**src/rtl/csel_pkg.sv**
```systemverilog
package csel_pkg;

    // lowest bit index of slice g when slice widths are first_w, first_w+1, ...
    function automatic int grp_lo(input int first_w, input int g);
        return g * first_w + (g * (g - 1)) / 2;
    endfunction

    function automatic int grp_w(input int first_w, input int g);
        return first_w + g;
    endfunction

    function automatic int total_w(input int first_w, input int n);
        return grp_lo(first_w, n);
    endfunction

endpackage

```
**src/rtl/csel_pg.sv**
```systemverilog
module csel_pg #(
    parameter int W = 4
) (
    input  logic [W-1:0] a,
    input  logic [W-1:0] b,
    output logic [W-1:0] gen,
    output logic [W-1:0] prop
);
    always_comb begin
        gen  = a & b;
        prop = a ^ b;
    end
endmodule

```
**src/rtl/csel_ripple.sv**
```systemverilog
module csel_ripple #(
    parameter int W = 4
) (
    input  logic [W-1:0] gen,
    input  logic [W-1:0] prop,
    input  logic         ci,
    output logic [W-1:0] s,
    output logic         co
);
    logic [W:0] c;

    assign c[0] = ci;

    for (genvar i = 0; i < W; i++) begin : g_bit
        assign c[i+1] = gen[i] | (prop[i] & c[i]);
        assign s[i]   = prop[i] ^ c[i];
    end

    assign co = c[W];
endmodule

```
**src/rtl/csel_group.sv**
```systemverilog
module csel_group #(
    parameter int W    = 4,
    parameter bit DUAL = 1'b1
) (
    input  logic         clk,
    input  logic         rst_n,
    input  logic [W-1:0] a,
    input  logic [W-1:0] b,
    input  logic         ci,
    output logic [W-1:0] s,
    output logic         co
);
    logic [W-1:0] gen, prop;

    csel_pg #(.W(W)) u_pg (
        .a    (a),
        .b    (b),
        .gen  (gen),
        .prop (prop)
    );

    if (DUAL) begin : g_dual
        logic [W-1:0] s0, s1;
        logic         co0, co1;

        csel_ripple #(.W(W)) u_chain0 (
            .gen  (gen),
            .prop (prop),
            .ci   (1'b0),
            .s    (s0),
            .co   (co0)
        );

        csel_ripple #(.W(W)) u_chain1 (
            .gen  (gen),
            .prop (prop),
            .ci   (1'b1),
            .s    (s1),
            .co   (co1)
        );

        always_comb begin
            unique case (ci)
                1'b0: begin s = s0; co = co0; end
                1'b1: begin s = s1; co = co1; end
                default: begin s = s0; co = co0; end
            endcase
        end


        cand_step_chk: assert property (@(posedge clk) disable iff (!rst_n)
            {co1, s1} == ({co0, s0} + (W+1)'(1)));


        cand_order_chk: assert property (@(posedge clk) disable iff (!rst_n)
            co0 |-> co1);
    end else begin : g_single
        csel_ripple #(.W(W)) u_chain (
            .gen  (gen),
            .prop (prop),
            .ci   (ci),
            .s    (s),
            .co   (co)
        );
    end


    full_prop_chk: assert property (@(posedge clk) disable iff (!rst_n)
        (&prop) |-> (co == ci));
endmodule

```
**src/rtl/csel_sqrt_adder.sv**
```systemverilog
module csel_sqrt_adder
    import csel_pkg::*;
#(
    parameter int FIRST_W = 2,
    parameter int NUM_GRP = 5,
    parameter bit REG_OUT = 1'b1,
    localparam int W      = total_w(FIRST_W, NUM_GRP)
) (
    input  logic         clk,
    input  logic         rst_n,
    input  logic [W-1:0] a,
    input  logic [W-1:0] b,
    input  logic         cin,
    output logic [W-1:0] sum,
    output logic         cout
);
    logic [NUM_GRP:0] gcarry;
    logic [W-1:0]     sum_c;

    assign gcarry[0] = cin;

    for (genvar g = 0; g < NUM_GRP; g++) begin : g_slice
        localparam int LO = grp_lo(FIRST_W, g);
        localparam int GW = grp_w(FIRST_W, g);

        csel_group #(.W(GW), .DUAL(g != 0)) u_grp (
            .clk   (clk),
            .rst_n (rst_n),
            .a     (a[LO +: GW]),
            .b     (b[LO +: GW]),
            .ci    (gcarry[g]),
            .s     (sum_c[LO +: GW]),
            .co    (gcarry[g+1])
        );
    end

    logic [W:0] ref_now;
    assign ref_now = {1'b0, a} + {1'b0, b} + {{W{1'b0}}, cin};

    if (REG_OUT) begin : g_reg
        logic valid_q;

        always_ff @(posedge clk or negedge rst_n) begin
            if (!rst_n) begin
                sum     <= '0;
                cout    <= 1'b0;
                valid_q <= 1'b0;
            end else begin
                sum     <= sum_c;
                cout    <= gcarry[NUM_GRP];
                valid_q <= 1'b1;
            end
        end


        reg_delay_chk: assert property (@(posedge clk) disable iff (!rst_n)
            valid_q |-> ({cout, sum} == $past(ref_now)));
    end else begin : g_comb
        assign sum  = sum_c;
        assign cout = gcarry[NUM_GRP];


        comb_sum_chk: assert property (@(posedge clk) disable iff (!rst_n)
            {cout, sum} == ref_now);
    end
endmodule

```
**config.mk**
```make
export PLATFORM = sky130hd
export DESIGN_NAME = csel_sqrt_adder
export DESIGN_NICKNAME = d
export VERILOG_FILES = /design/src/rtl/csel_pkg.sv /design/src/rtl/csel_pg.sv /design/src/rtl/csel_ripple.sv /design/src/rtl/csel_group.sv /design/src/rtl/csel_sqrt_adder.sv
export SDC_FILE = /design/constraint.sdc
export NUM_CORES = 1
export LEC_CHECK = 0
export BUFFER_PORTS_ARGS = -buffer_cell sky130_fd_sc_hd__buf_2
export CAP_MARGIN = 20
export CORE_MARGIN = 2
export CORE_UTILIZATION = 40
export CTS_BUF_LIST = sky130_fd_sc_hd__clkbuf_4
export DETAILED_ROUTE_END_ITERATION = 16
export PLACE_DENSITY = 0.73
export SYNTH_ARGS = -nofsm -noshare
export SYNTH_HDL_FRONTEND = slang
export SYNTH_HIERARCHICAL = 1
export SYNTH_SLANG_ARGS = --single-unit
```
**constraint.sdc**
```tcl
create_clock -name clk -period 1.5 [get_ports clk]
set_clock_uncertainty 0.15 [all_clocks]
set_input_delay 0.075 -clock clk [delete_from_list [all_inputs] [get_ports clk]]
set_output_delay 0.075 -clock clk [all_outputs]
set_load 0.02 [all_outputs]
```
# --- Yosys cells after proc, flatten, opt, wreduce, memory -nomap -nowiden ---
# Index checks and enable logic that the tools add are counted.
# Widths: inputs -> output; s select.
op_classes:
  n_eq_ne: 0
  reduce_logical: 0
  bitwise_logic: 112
  div: 0
  shifts: 0
  mux: 8
  multipliers: 0
  addsub: 0
  order_cmp: 0
ops:
  columns: ["operator", "n"]
  rows:
  - ["$or 1x1->1", 34]
  - ["$and 1x1->1", 30]
  - ["$xor 1x1->1", 30]
  - ["$pmux 6 s2", 1]
  - ["$pmux 5 s2", 1]
  - ["$not 1->1", 8]
  - ["$pmux 1 s2", 4]
  - ["$pmux 4 s2", 1]
  - ["$and 6x6->6", 1]
  - ["$pmux 3 s2", 1]
  - ["$xor 6x6->6", 1]
  - ["$and 5x5->5", 1]
  - ["$xor 5x5->5", 1]
  - ["$and 4x4->4", 1]
  - ["$xor 4x4->4", 1]
  - ["$and 3x3->3", 1]
  - ["$xor 3x3->3", 1]
  - ["$and 2x2->2", 1]
  - ["$xor 2x2->2", 1]
word_totals:
  ramBits: 0
  ff_bits: 21
  in_bits: 43
  output_inout_bits: 21
  elab_cells: 122
  memories: 0
  romBits: 0
  latch_bits: 0

# --- Logic depth before layout (Yosys ltp) ---
depth:
  word_depth: 13
  depth_mapped: 14
  mapped_depth_nobuf: 14

# --- Cells and area by module ---
# The synthesis kept the hierarchy.
by_module_without_submodules:
  columns: ["module", "cells_each", "instances", "seq_area_each_um2", "area_each_um2"]
  rows:
  - ["csel_sqrt_adder", 21, 1, 525.5, 525.5]
  - ["csel_ripple (g_slice[4].u_grp.g_dual.u_chain0 ...)", 12, 2, 0.0, 112.6]
  - ["csel_ripple (g_slice[3].u_grp.g_dual.u_chain0 ...)", 10, 2, 0.0, 93.8]
  - ["csel_ripple (g_slice[2].u_grp.g_dual.u_chain0 ...)", 8, 2, 0.0, 75.1]
  - ["csel_group (g_slice[4].u_grp)", 10, 1, 0.0, 123.9]
  - ["csel_ripple (g_slice[1].u_grp.g_dual.u_chain0 ...)", 6, 2, 0.0, 56.3]
  - ["csel_group (g_slice[3].u_grp)", 9, 1, 0.0, 108.9]
  - ["csel_pg (g_slice[4].u_grp.u_pg)", 6, 1, 0.0, 75.1]
  - ["csel_group (g_slice[2].u_grp)", 7, 1, 0.0, 63.8]
  - ["csel_pg (g_slice[3].u_grp.u_pg)", 5, 1, 0.0, 62.6]
  - ["csel_group (g_slice[1].u_grp)", 6, 1, 0.0, 52.6]
  - ["csel_pg (g_slice[2].u_grp.u_pg)", 4, 1, 0.0, 50.0]
  - ["csel_pg (g_slice[1].u_grp.u_pg)", 3, 1, 0.0, 37.5]
  - ["csel_ripple (g_slice[0].u_grp.g_single.u_chain)", 4, 1, 0.0, 37.5]
  - ["csel_pg (g_slice[0].u_grp.u_pg)", 2, 1, 0.0, 25.0]

# --- Worst setup path after synthesis ---
# Ideal clock, no wire load.
synth_timing:
  kind: "in2reg"
  startpoint: "in a[5]"
  endpoint: "reg cout"
  path_stages: 14
  path_buffers: 2
  arrival_time_ns: 2.963
  required_time_ns: 1.225
  slack_ns: -1.738
  setup_time_ns: 0.125
  cell_sequence: "ha_1 -> ha_1 -> or2_1 -> ha_1 -> or2_1 -> ha_1 -> or2_1 -> ha_1 -> or2_1 -> mux2_2 -> buf_6 -> mux2_4 -> buf_6 -> mux2_4"
synth_via:
  elab_chain_len: 13
  elab_cells_between_ends: 20
  cone_classes: "mux: 3; bitwise: 17"
synth_rtl:
  columns: ["element", "line_no", "text"]
  rows:
  - ["start, declared", "csel_sqrt_adder.sv:11", "input logic [W-1:0] a,"]
  - ["$and 4x4->4 or $xor 4x4->4 (tied branches)", "csel_pg.sv:10, csel_pg.sv:11", null]
  - ["$or 1x1->1 (*)", "csel_ripple.sv:15", "assign c[i+1] = gen[i] | (prop[i] & c[i]);"]
  - ["$and 1x1->1 (*)", "csel_ripple.sv:15", null]
  - ["$or 1x1->1 (*)", "csel_ripple.sv:15", null]
  - ["$and 1x1->1 (*)", "csel_ripple.sv:15", null]
  - ["$or 1x1->1 (*)", "csel_ripple.sv:15", null]
  - ["$and 1x1->1 (*)", "csel_ripple.sv:15", null]
  - ["$or 1x1->1 (*)", "csel_ripple.sv:15", null]
  - ["via g_slice[2].u_grp.g_dual.co1", "csel_group.sv:24", "logic co0, co1;"]
  - ["$pmux 1 s2 (*)", "csel_group.sv:43", "unique case (ci)"]
  - ["via gcarry[3]", "csel_sqrt_adder.sv:17", "logic [NUM_GRP:0] gcarry;"]
  - ["$not 1->1", "csel_group.sv:43", null]
  - ["$pmux 1 s2 (*)", "csel_group.sv:43", null]
  - ["via gcarry[4]", "csel_sqrt_adder.sv:17", null]
  - ["$not 1->1", "csel_group.sv:43", null]
  - ["$pmux 1 s2 (*)", "csel_group.sv:43", null]
  - ["via gcarry[5]", "csel_sqrt_adder.sv:17", null]
  - ["end signal, assigned", "csel_sqrt_adder.sv:50", "cout <= gcarry[NUM_GRP];"]
  - ["end, declared", "csel_sqrt_adder.sv:15", "output logic cout"]
# The timed path passes the listed nets; every way through them passes the cells marked *.

# --- Worst setup path in the final report ---
layout_timing:
  startpoint: "in b[14]"
  endpoint: "reg cout"
layout_via:
  elab_chain_len: 13
  elab_cells_between_ends: 24
  cone_classes: "mux: 1; bitwise: 23"
layout_rtl:
  columns: ["element", "line_no", "text"]
  rows:
  - ["start, declared", "csel_sqrt_adder.sv:12", "input logic [W-1:0] b,"]
  - ["$xor 6x6->6", "csel_pg.sv:11", "prop = a ^ b;"]
  - ["via g_slice[4].u_grp.prop[0]", "csel_group.sv:13", "logic [W-1:0] gen, prop;"]
  - ["$or 1x1->1", "csel_ripple.sv:15", null]
  - ["$and 1x1->1", "csel_ripple.sv:15", null]
  - ["$or 1x1->1", "csel_ripple.sv:15", null]
  - ["$and 1x1->1", "csel_ripple.sv:15", null]
  - ["$or 1x1->1", "csel_ripple.sv:15", null]
  - ["$and 1x1->1", "csel_ripple.sv:15", null]
  - ["$or 1x1->1", "csel_ripple.sv:15", null]
  - ["$and 1x1->1", "csel_ripple.sv:15", null]
  - ["$or 1x1->1", "csel_ripple.sv:15", null]
  - ["$and 1x1->1", "csel_ripple.sv:15", null]
  - ["$or 1x1->1", "csel_ripple.sv:15", null]
  - ["via g_slice[4].u_grp.g_dual.co1", "csel_group.sv:24", null]
  - ["$pmux 1 s2", "csel_group.sv:43", null]
  - ["via gcarry[5]", "csel_sqrt_adder.sv:17", null]
# The timed path passes the listed nets, and every way through them passes these cells.

==> results.sh <==
export IMPL_outcome="finished with violations"
export IMPL_violations="negative hold slack, negative setup slack"
export IMPL_path_class="input port to flop"
export IMPL_synth_distinct_cells=7
export IMPL_synth_seq_cells=21
export IMPL_gp_congestion=0.7288
export IMPL_drt_first_pass_iters=3
export IMPL_grt_pass1_wl_um=5423
export IMPL_crit_path_max_incr_delay_ns=0.25
export IMPL_vias_per_cell=4.821
export IMPL_stdcell_count=274
export IMPL_fmax_mhz=348.0
export IMPL_cts_tree="done"
export IMPL_drive_above_1_share_pct=55.86
export IMPL_final_hold_viol_count=1
export IMPL_postRouteWirelength_um=3232
export IMPL_start_util_pct=41.92
export IMPL_grt_total_usage_pct=13.33
export IMPL_synth_top_cell_by_area="ha_1"
export IMPL_crit_path_end="cout"
export IMPL_grt_pass1_vias=1348
export IMPL_nets=324
export IMPL_htreeDepth=1
export IMPL_dp_cells=265
export IMPL_design_portCount=64
export IMPL_startpoint_type="input port"
export IMPL_synth_nets=250
export IMPL_crit_top_cell="or2_1"
export IMPL_cts_sinks=21
export IMPL_area_growth_pct=38.94
export IMPL_ant_nets=0
export IMPL_required_ns=1.55
export IMPL_postPlaceCellArea_um2=2390
export IMPL_io_buffers=63
export IMPL_antenna_cells=0
export IMPL_fin_area_um2=2554
export IMPL_hold_slack_ns=-0.01878
export IMPL_critPathLaunch="b[14]"
export IMPL_finalSetupTns_ns=-18.18
export IMPL_fin_util_pct=58.25
export IMPL_fp_dieW_um=71.79
export IMPL_drc=0
export IMPL_vias=1321
export IMPL_post_route_period_util_pct=191.6
export IMPL_drv_cap=0
export IMPL_p_per_area_nw_per_um2=869.1
export IMPL_worst_hold_path_type="input port to flop"
export IMPL_vdd_drop_max_mv=0.3909
export IMPL_clockRootBuffer="clkbuf_4"
export IMPL_drt_initial_drc_count=10
export IMPL_power_mw=2.219
export IMPL_core_um2=4384
export IMPL_cts_hold_buffers=3
export IMPL_dieHeight_um=71.79
export IMPL_avgSynthCellArea_um2=12.34
export IMPL_cp_end_kind="flop"
export IMPL_cp_cell_sequence="buf_8 > ha_4 > ha_4 > or2_1 > ha_2 > or2_1 > ha_2 > or2_1 > ha_2 > or2_1 > ha_2 > or2_1 > ha_2 > or2_1 > mux2_4"
export IMPL_cp_max_fo=2
export IMPL_drt_wirelength_per_cell_um=11.80
export IMPL_synth_seq_area_share_pct=28.59
export IMPL_setup_viol=17
export IMPL_antenna_found_initial=0
export IMPL_setup_ws_ns=-1.374
export IMPL_yosys_area_top_type_share_pct=39.48
export IMPL_cts_buffer_depth=2
export IMPL_cts_buffers_inserted=3
export IMPL_overflow=0
export IMPL_synthTopCellsByArea="ha_1 39%, dfrtp_1 29%, or2_1 13%, mux2_4 11%, mux2_2 5.5%"
export IMPL_arrival_ns=2.93
export IMPL_maxSlewViolCount=0
export IMPL_synthCells=149
export IMPL_dpl_hpwl_um=2838
export IMPL_rows=24
export IMPL_fill_cells=389
export IMPL_clkTransAtPathRegs_ns=0.12
export IMPL_hp_start="b[1]"
export IMPL_synth_area_um2=1838
export IMPL_ys_warnings_count=6
export IMPL_die_area_um2=5153
export IMPL_crit_path_top_delay_cell="mux2_4"
export IMPL_grt_start_max_net_pins=22
export IMPL_dpl_worst_slack_ns=-1.772
export IMPL_p_leak_nw=1.314
export IMPL_min_period_ns=2.874
export IMPL_rsz0062_at_grt="yes"
==> timing repair <==
action / 4_1_cts / 5_1_grt
pin swaps: 20 / 22
gates resized for setup: 9 / 11
setup endpoints to repair: 19 / 20
buffers inserted: 0 / 4
endpoints found under the hold margin: 23 / 1
==> logic make-up (layout without fill, tap and decap cells) <==
| group | after synthesis | after routing | synth area share (%) |
|---|---|---|---|
| flops | 21 | 21 | 28.59 |
| simple gates | 38 | 38 | 12.93 |
| buf+inv | 2 | 75 | 1.225 |
| mux | 22 | 22 | 16.13 |
| other cells | 8 | 8 | 1.634 |
| fa+ha+maj | 58 | 58 | 39.48 |
==> power breakdown <==
part	leakage, nW	total [mW]	internal, mW	switching [mW]
clock network	0.0184	0.300	0.122	0.178
logic	1.05	1.17	0.614	0.553
registers	0.245	0.752	0.715	0.0370
total	1.31	2.22	1.45	0.769
==> how the worst min path moves through the flow <==
stage,endpoint,slack [ns],cells past startpoint
detailed placement,sum[4],-0.08,1
floorplan,cout,-0.37,0
finish,sum[1],-0.02,3
CTS,cout,0.07,4
global placement,sum[4],-0.08,1
global route,sum[1],-0.02,3
==> cell usage after synthesis <==
library cell	instances
ha_1	58
dfrtp_1	21
buf_6	2
or2_1	38
mux2_4	13
mux2_2	9
conb_1	8
==> area by class of cell <==
| cell class | instances | area, um2 | share of cell area (%) |
|---|---|---|---|
| multi-input combinational | 126 | 1474 | 57.72 |
| sequential | 21 | 525.5 | 20.58 |
| timing repair buffer | 71 | 459.2 | 17.98 |
| tap | 52 | 65.06 | 2.548 |
| clock buffer | 4 | 30.03 | 1.176 |
==> registers in the layout (all words and copies together), names as in the netlist <==
name / flops
sum: 20
cout: 1
==> per-layer routing <==
| layer | share of wire, % | wire length (um) | track usage [%] | up-vias |
|---|---|---|---|---|
| li1 | - | - | - | 657 |
| met1 | 37 | 1203 | 13.50 | 627 |
| met2 | 55 | 1784 | 26.85 | 35 |
| met3 | 6.9 | 224 | 3.657 | 2 |
| met4 | 0.59 | 19 | 2.516 | 0 |
| met5 | 0 | 0 | 0 | - |
==> worst max-delay path: cells and delay by family <==
| kind | cells | cell delay, ns |
|---|---|---|
| AND/OR/NAND/NOR | 6 | 1.30 |
| adder cells (fa/ha/maj) | 7 | 1.19 |
| multiplexers | 1 | 0.25 |
| buffers and inverters | 1 | 0.10 |
==> cell usage in the layout, fill, tap and decap left out <==
cell type | netlist | layout
or2_1 | 38 | 36
buf_4 | 0 | 2
buf_8 | 0 | 2
conb_1 | 8 | 8
buf_6 | 2 | 11
mux2_4 | 13 | 16
or2_4 | 0 | 2
mux2_2 | 9 | 6
buf_2 | 0 | 54
ha_1 | 58 | 31
dfrtp_1 | 21 | 21
ha_4 | 0 | 10
dlygate4sd3_1 | 0 | 2
clkbuf_4 | 0 | 4
ha_2 | 0 | 17
No activity file was read; power rests on OpenSTA's default activity.
